--- config.mk ---
export PLATFORM = sky130hd
export DESIGN_NAME = los_detector
export DESIGN_NICKNAME = d
export VERILOG_FILES = /design/src/rtl/los_pkg.sv /design/src/rtl/los_datapath.sv /design/src/rtl/los_control.sv /design/src/rtl/los_detector.sv
export SDC_FILE = /design/constraint.sdc
export NUM_CORES = 1
export LEC_CHECK = 0
export BUFFER_PORTS_ARGS = -buffer_cell sky130_fd_sc_hd__buf_2
export CORE_ASPECT_RATIO = 2
export CORE_MARGIN = 2
export CORE_UTILIZATION = 50
export DETAILED_ROUTE_END_ITERATION = 12
export PLACE_DENSITY = 0.66
export SLEW_MARGIN = 30
export SYNTH_ARGS = -nofsm -noshare
export SYNTH_HDL_FRONTEND = slang
export SYNTH_SLANG_ARGS = --single-unit
export TNS_END_PERCENT = 50
--- constraint.sdc ---
create_clock -name clk -period 11.5 [get_ports clk]
set_clock_uncertainty 0.2 [all_clocks]
set_input_delay 2.875 -clock clk [delete_from_list [all_inputs] [get_ports clk]]
set_output_delay 2.875 -clock clk [all_outputs]
set_load 0.01 [all_outputs]
--- src/rtl/los_pkg.sv ---
package los_pkg;

  // control -> datapath strobes
  typedef struct packed {
    logic advance;   // a valid bit is on dataIn this cycle
    logic restart;   // detection disabled: hold idle measurement at zero
  } losStrobe_t;

  // datapath -> control status
  typedef struct packed {
    logic idleExpired;  // idle count has reached its threshold
    logic activityOk;   // window transition count above threshold
  } losStatus_t;

endpackage

--- src/rtl/los_datapath.sv ---
module los_datapath
  import los_pkg::*;
#(
  parameter int IDLE_UI = 358,
  parameter int WIN_UI  = 32,
  parameter int CLR_MIN = 4
) (
  input  logic       clk,
  input  logic       rst_n,
  input  losStrobe_t strobe,
  input  logic       dataIn,
  output losStatus_t status
);

  localparam int IDLE_W = $clog2(IDLE_UI + 1);
  localparam int POP_W  = $clog2(WIN_UI + 1);

  logic              prevBit;
  logic              havePrev;
  logic              transNow;
  logic [IDLE_W-1:0] idleCnt;
  logic [WIN_UI-1:0] transHist;
  logic [POP_W-1:0]  popCnt;

  assign transNow = strobe.advance && havePrev && (dataIn != prevBit);

  // last-bit memory
  always_ff @(posedge clk or negedge rst_n) begin
    if (!rst_n) begin
      prevBit  <= 1'b0;
      havePrev <= 1'b0;
    end else if (strobe.advance) begin
      prevBit  <= dataIn;
      havePrev <= 1'b1;
    end
  end

  // saturating idle-UI counter
  always_ff @(posedge clk or negedge rst_n) begin
    if (!rst_n) begin
      idleCnt <= '0;
    end else if (strobe.restart) begin
      idleCnt <= '0;
    end else if (strobe.advance) begin
      if (transNow)
        idleCnt <= '0;
      else if (!status.idleExpired)
        idleCnt <= idleCnt + IDLE_W'(1);
    end
  end

  // sliding window of transition flags
  generate
    if (WIN_UI > 1) begin : g_hist_shift
      always_ff @(posedge clk or negedge rst_n) begin
        if (!rst_n)
          transHist <= '0;
        else if (strobe.advance)
          transHist <= {transHist[WIN_UI-2:0], transNow};
      end
    end else begin : g_hist_single
      always_ff @(posedge clk or negedge rst_n) begin
        if (!rst_n)
          transHist <= '0;
        else if (strobe.advance)
          transHist <= transNow;
      end
    end
  endgenerate

  // population count over the window
  always_comb begin
    popCnt = '0;
    for (int i = 0; i < WIN_UI; i++)
      popCnt = popCnt + POP_W'(transHist[i]);
  end

  assign status.idleExpired = (idleCnt >= IDLE_W'(IDLE_UI));
  assign status.activityOk  = (popCnt > POP_W'(CLR_MIN));

endmodule

--- src/rtl/los_control.sv ---
module los_control
  import los_pkg::*;
(
  input  logic       clk,
  input  logic       rst_n,
  input  logic       bitValid,
  input  logic       loopbackEn,
  input  logic       monitorEn,
  input  losStatus_t status,
  output losStrobe_t strobe,
  output logic       losFlag
);

  typedef enum logic {ST_LOST = 1'b1, ST_LIVE = 1'b0} losState_e;

  losState_e state, stateNext;
  logic      gateOff;

  assign gateOff        = loopbackEn || monitorEn;
  assign strobe.advance = bitValid;
  assign strobe.restart = gateOff;

  always_comb begin
    stateNext = state;
    if (gateOff)
      stateNext = ST_LIVE;
    else if (state == ST_LOST && status.activityOk)
      stateNext = ST_LIVE;
    else if (state == ST_LIVE && status.idleExpired)
      stateNext = ST_LOST;
  end

  always_ff @(posedge clk or negedge rst_n) begin
    if (!rst_n) state <= ST_LOST;
    else        state <= stateNext;
  end

  assign losFlag = (state == ST_LOST);

endmodule

--- src/rtl/los_detector.sv ---
module los_detector
  import los_pkg::*;
#(
  parameter int IDLE_UI = 358,
  parameter int WIN_UI  = 32,
  parameter int CLR_MIN = 4
) (
  input  logic clk,
  input  logic rst_n,
  input  logic bitValid,
  input  logic dataIn,
  input  logic loopbackEn,
  input  logic monitorEn,
  output logic clkOut,
  output logic losFlag,
  output logic dataOut
);

  losStrobe_t strobe;
  losStatus_t status;

  los_control u_ctrl (
    .clk        (clk),
    .rst_n      (rst_n),
    .bitValid   (bitValid),
    .loopbackEn (loopbackEn),
    .monitorEn  (monitorEn),
    .status     (status),
    .strobe     (strobe),
    .losFlag    (losFlag)
  );

  los_datapath #(
    .IDLE_UI (IDLE_UI),
    .WIN_UI  (WIN_UI),
    .CLR_MIN (CLR_MIN)
  ) u_dp (
    .clk    (clk),
    .rst_n  (rst_n),
    .strobe (strobe),
    .dataIn (dataIn),
    .status (status)
  );

  assign clkOut  = clk;
  assign dataOut = dataIn && !losFlag;

endmodule

Word-level counts from Yosys, hierarchy flattened
Index checks and enable logic that the tools add are counted.

Register bits after elaboration: 44. Latch bits: 0. RAM bits: 0. Memory bits (read-only): 0. Bits of input ports: 6. Output and inout bits: 3. Logic and storage cells: 59. Memories kept: 0.

Add/sub/neg operators: 32. Multipliers: 0. Divide/modulo/power cells: 0. Order comparisons: 2. Equality and inequality tests: 2. Shift-type cells: 0. Multiplexer cells: 7. Bitwise logic cells: 1. Reduce and logical (&&, ||, !) cells: 10.

Operator list (number): 6-bit by 1-bit adder with 6-bit output (30); 9-bit two-way mux (4); 9-bit by 1-bit adder with 9-bit output, second input constant (1); 9-bit greater-or-equal comparator, second input constant (1); 6-bit by 3-bit > comparator with 1-bit output, second input constant (1); 1-bit logical AND (5); 1-bit two-way mux (3); 3-bit by 2-bit != test with 1-bit output, second input constant (1); 3-bit nonzero test (1); 1-bit by 1-bit adder with 2-bit output (1); 2-bit AND reduction (1); 2-bit nonzero test (1); 1-bit logical NOT (1); 1-bit logical OR (1); 1-bit != test (1); 1-bit NOT (1).

Depth between registers and ports, before layout
Gate-level depths: netlist (run 1).

Depth after elaboration: 35. Gate-level depth with buffers: 17. Depth with buffers taken out: 17.

Modules after synthesis
Synthesis (run 1) repeated with hierarchy kept, for this count alone.

Cells, all modules: 248. Area, all modules: 2600.0 um^2.

Modules (own cells, without submodules): los_datapath (times used 1, cells an instance 240, area an instance 2512.4 um^2, sequential area each 1076.0 um^2); los_control (times used 1, cells an instance 6, area an instance 66.3 um^2, sequential area each 26.3 um^2); los_detector (times used 1, cells an instance 2, area an instance 21.3 um^2, sequential area each 0.0 um^2).

==> flow_summary.toml, run 1 <==
[grt]
antenna_found_initial = 0
grt_pass1_wl_um = 7190
grtUsageTotal = 0.169
grt_overflow = 0
grt_max_degree = 62
grt_pass1_vias = 1655

[routing]
wirelength_um = 3960
via_per_inst = 5.17
ant_nets = 0
wire_per_inst_um = 12.8
dr.pass1.iters = 4
num_vias = 1597
drc = 0
drt_iter0_drc = 36

[synth]
ys_warn_count = 0
synth_compound_area_frac = 0.0966
netlist.area_leader.share = 0.417
yosysMostFrequentCell = "inv_1"
synth_top_family_by_area = "adder cells"
syn_inst = 241
synth_edf_count = 0
seq_area_frac_synth = 0.427
ys_ff_latch = 44
netlist_area_um2 = 2580
syn_avg_cell_area_um2 = 10.7
synthXorXnorAreaFrac = 0.0136
synth_area_leaders = "dfrtp_1, fa_1, inv_1"
synthesis.nets = 281
ys.flop_type = "dfrtp_1"
yosysTopAreaCell = "dfrtp_1"
async_flop_share = 1.00
synth_top_cells_by_count = "inv_1, dfrtp_1, o21ai_0, fa_1, nand2_1"
synthSimpleGateAreaFrac = 0.0883
synth.distinct_cells = 36
synthMuxAreaShare = 0.0524
synthAdderAreaFrac = 0.235

[timing]
max_slew_margin = 0.601
finalMaxSlewViolations = 0
finalHoldViolations = 0
setup_tns_ns = 0
setup_viol = 0
worstMarginPinSlew_ns = 0.597
rsz0062_at_grt = "false"

[setup_path]
critPathKind = "clk -> out"
reg2reg_depth = 14
crit_path_start_kind = "clock port"
cp-end-kind = "output pin"
crit_arrival_ns = 6.10
crit_required_ns = 8.43
crit_fanout = 2

[clocking]
cts_resized = 0
insertion_delay_ns = 0.40
post_cts_buffers = 0
clkSlewWorstSetupHoldPaths_ns = 0.07
hold_buffers = 0
cts_tree = "built"

[floorplan]
start_util = 0.511
ios = 9
die_y_um = 106
die_width_um = 54.8
dieArea_um2 = 5780
core_area_um2 = 5050
rows = 37

[layout]
area_delta_synth_final_pct = 8.10
nets = 290
num_antenna_cells = 0
nFillCells = 448
multiInputGateArea_um2 = 1260
drive_gt1_frac = 0.143
seq_area_um2 = 1100

[place]
io_buffers = 8
routabilityCongestion = 0.777
hpwl_um = 2950

[worst_hold_path]
hold_class = "reg -> reg"
whs_path_depth = 2

[job]
drv_cap = 0

[status]
status = "complete, no violations"
[cells in the final DEF, fill, tap and decap left out, types with 2 or more instances in the layout]
cell	count
a21oi_1	8
buf_2	6
buf_4	2
clkbuf_8	9
clkinv_2	2
dfrtp_1	43
fa_1	24
ha_1	10
inv_1	47
mux2_2	12
nand2_1	23
nand3_1	2
nand4_1	2
nor2_1	6
nor2b_1	2
nor3_1	2
o21ai_0	27
or3_1	3
xor2_1	3
[logic make-up after synthesis]
logic type / Yosys count
AOI/OAI and AO/OA: 44
buffers and inverters: 56
xor gates and xnor gates: 4
and+or+nand+nor: 47
DFF: 44
adders and majority gates: 34
muxes: 12
[worst paths after layout]
| path | from | endpoint | slack [ns] |
|---|---|---|---|
| hold / removal | u_dp.transHist[7] | u_dp.transHist[8] | 0.28 |
| max in group asynchronous | rst_n | u_dp.idleCnt[3] | 8.45 |
| setup / recovery | clk | clkOut | 2.33 |
| hold reg to reg | u_dp.transHist[7] | u_dp.transHist[8] | 0.28 |
| min in group asynchronous | rst_n | u_dp.transHist[12] | 2.26 |
| setup reg to reg | u_dp.transHist[0] | u_ctrl.losFlag | 5.92 |
[worst max-delay path: stages]
cell      delay (ns)
clkbuf_8        0.11
clkbuf_8        0.11
buf_2           0.13
[flip-flops by register name, summed over array words and instances (netlist names)]
signal          cells
u_dp.transHist     32
u_dp.idleCnt        9
u_ctrl.losFlag      1
u_dp.havePrev       1
u_dp.prevBit        1
[metal layers]
layer	track usage	vias up	part of all wire
met5	0	-	0
met4	0.0696	0	0.011
met3	0.0439	7	0.018
met2	0.254	13	0.51
met1	0.226	793	0.46
li1	-	784	-
[cell type report]
| cell class | instances | area share |
|---|---|---|
| Multi-Input combinational cell | 141 | 0.451 |
| Sequential cell | 44 | 0.395 |
| Inverter | 47 | 0.0633 |
| Clock buffer | 10 | 0.0462 |
| Tap cell | 58 | 0.0260 |
| Timing Repair Buffer | 7 | 0.0144 |
| Clock inverter | 2 | 0.00359 |
[per-stage QoR]
stage | cells | setup WS, ns | cell area, µm² | hold WS (ns) | util
after floorplan | 241 | 2.56 | 2580 | 0.250 | -
after global placement | 298 | 2.56 | 2640 | 0.260 | 0.524
after detailed placement | 298 | 2.56 | 2650 | 0.267 | 0.525
after CTS | 309 | 2.32 | 2780 | 0.285 | 0.551
after global routing | 309 | 2.32 | 2790 | 0.305 | 0.552
final | 309 | 2.33 | 2790 | 0.279 | 0.552
Power of run 1 is left out: the tool's default activity adds up to more than one toggle a clock period on the data nets, which glitch-free logic cannot reach.
==> run 2: changes to the inputs <==
- clock period: 11.5 -> 9.2 ns (I/O delays scaled with it)
==> flow_summary.toml, run 2 (synthesis gave the netlist of run 1 again) <==
[grt]
grt_max_degree = 62
grt_pass1_wl_um = 7600
grt_overflow = 0
grtUsageTotal = 0.180
antenna_found_initial = 0
grt_pass1_vias = 1728

[clocking]
post_cts_buffers = 0
hold_buffers = 0
insertion_delay_ns = 0.40
cts_tree = "built"
clkSlewWorstSetupHoldPaths_ns = 0.08
cts_resized = 0

[setup_path]
crit_path_start_kind = "clock port"
path_delay_family = "buffers and inverters"
reg2reg_to = "u_ctrl.losFlag"
timing.rr.start = "u_dp.transHist[0]"
cp-end-kind = "output pin"
critPathMostFrequentCell = "clkbuf_8"
crit_cells = 3
slowest_delay_ns = 0.13
timing.reg2reg.setup_slack_ns = 3.56
reg2reg_depth = 14
crit_path_start = "clk"
crit_arrival_ns = 4.95
cpMaxStageDelayCell = "buf_2"
crit_chain = "clkbuf_8 -> clkbuf_8 -> buf_2"
cp-endpoint = "clkOut"
crit_buf_inv = 3
crit_required_ns = 6.70
critPathKind = "clk -> out"
crit_fanout = 2

[floorplan]
core_area_um2 = 5050
die_y_um = 106
ios = 9
dieArea_um2 = 5780
die_width_um = 54.8
rows = 37
start_util = 0.511

[layout]
final_cell_mix = "inv_1, dfrtp_1, o21ai_0"
largest_register_ffs = 32
area_delta_synth_final_pct = 8.59
nets = 290
finalNonFillerCells = 309
top_regs = "u_dp.transHist: 32 flops, u_dp.idleCnt: 9 flops"
drive_gt1_frac = 0.139
num_antenna_cells = 0
regMostFlops = "u_dp.transHist"
mostFrequentLayoutCell = "inv_1"

[routing]
ant_nets = 0
wirelength_um = 4390
via_per_inst = 5.17
num_vias = 1596
drt_iter0_drc = 54
top_layer_used = "met4"
wire_per_inst_um = 14.2
drc = 0
dr.pass1.iters = 4
wl_met3_um = 111
wl_met2_um = 2370
wl_met1_um = 1810

[place]
routabilityCongestion = 0.790
hpwl_um = 3300
io_buffers = 8
dp.cells = 298

[timing]
max_slew_margin = 0.373
finalHoldViolations = 0
rsz0062_at_grt = "false"
worstMarginPinSlew_ns = 0.940
setup_tns_ns = 0
holdWs_ns = 0.286
setup_viol = 0
finalMaxSlewViolations = 0

[worst_hold_path]
whs_path_depth = 2
hold_class = "reg -> reg"

[job]
drv_cap = 0

[status]
status = "complete, no violations"
-- run 2: changes by cell type in the layout (fill, tap and decap cells not counted), sizes merged --
cell	previous run	this run
clkinv	2	1
bufinv	0	1
-- run 2: worst register-to-register path: cells and delay by family (launching register included) --
kind / cells / cell delay [ns]
AO/OA/AOI/OAI: 2 / 0.28
adder cells (fa/ha/maj): 9 / 4.07
buffers and inverters: 2 / 0.13
flip-flops: 1 / 0.41
AND/OR/NAND/NOR: 1 / 0.52
-- run 2: cell type report --
type	instances	area [µm²]
fill	436	2250
clock inverter	2	35.0
multi-input combinational	141	1260
sequential	44	1100
tap	58	72.6
clock buffer	10	119
inverter	47	176
timing repair buffer	7	37.5
-- run 2: how the worst min path moves through the flow --
stage / from / to / slack, ns
3_3_place_gp: u_dp.transHist[7] / u_dp.transHist[8] / 0.26
3_5_place_dp: u_dp.transHist[30] / u_dp.transHist[31] / 0.27
4_1_cts: u_dp.transHist[6] / u_dp.transHist[7] / 0.29
5_1_grt: u_dp.transHist[24] / u_dp.transHist[25] / 0.32
6_report: u_dp.transHist[6] / u_dp.transHist[7] / 0.29
2_1_floorplan: u_dp.transHist[9] / u_dp.transHist[10] / 0.25
-- run 2: through the flow --
step / area [µm²] / util / setup slack (ns)
floorplan: 2580 / - / 1.98
global placement: 2640 / 0.524 / 1.99
detailed placement: 2650 / 0.525 / 1.99
CTS: 2800 / 0.554 / 1.75
global route: 2800 / 0.555 / 1.74
finish: 2800 / 0.555 / 1.75
-- run 2: layer usage --
| layer | up-vias | track usage |
|---|---|---|
| met2 | 30 | 0.295 |
| met5 | - | 0 |
| met3 | 10 | 0.0411 |
| met1 | 766 | 0.217 |
| met4 | 0 | 0.0768 |
| li1 | 790 | - |
Power of run 2 is left out for the same reason.
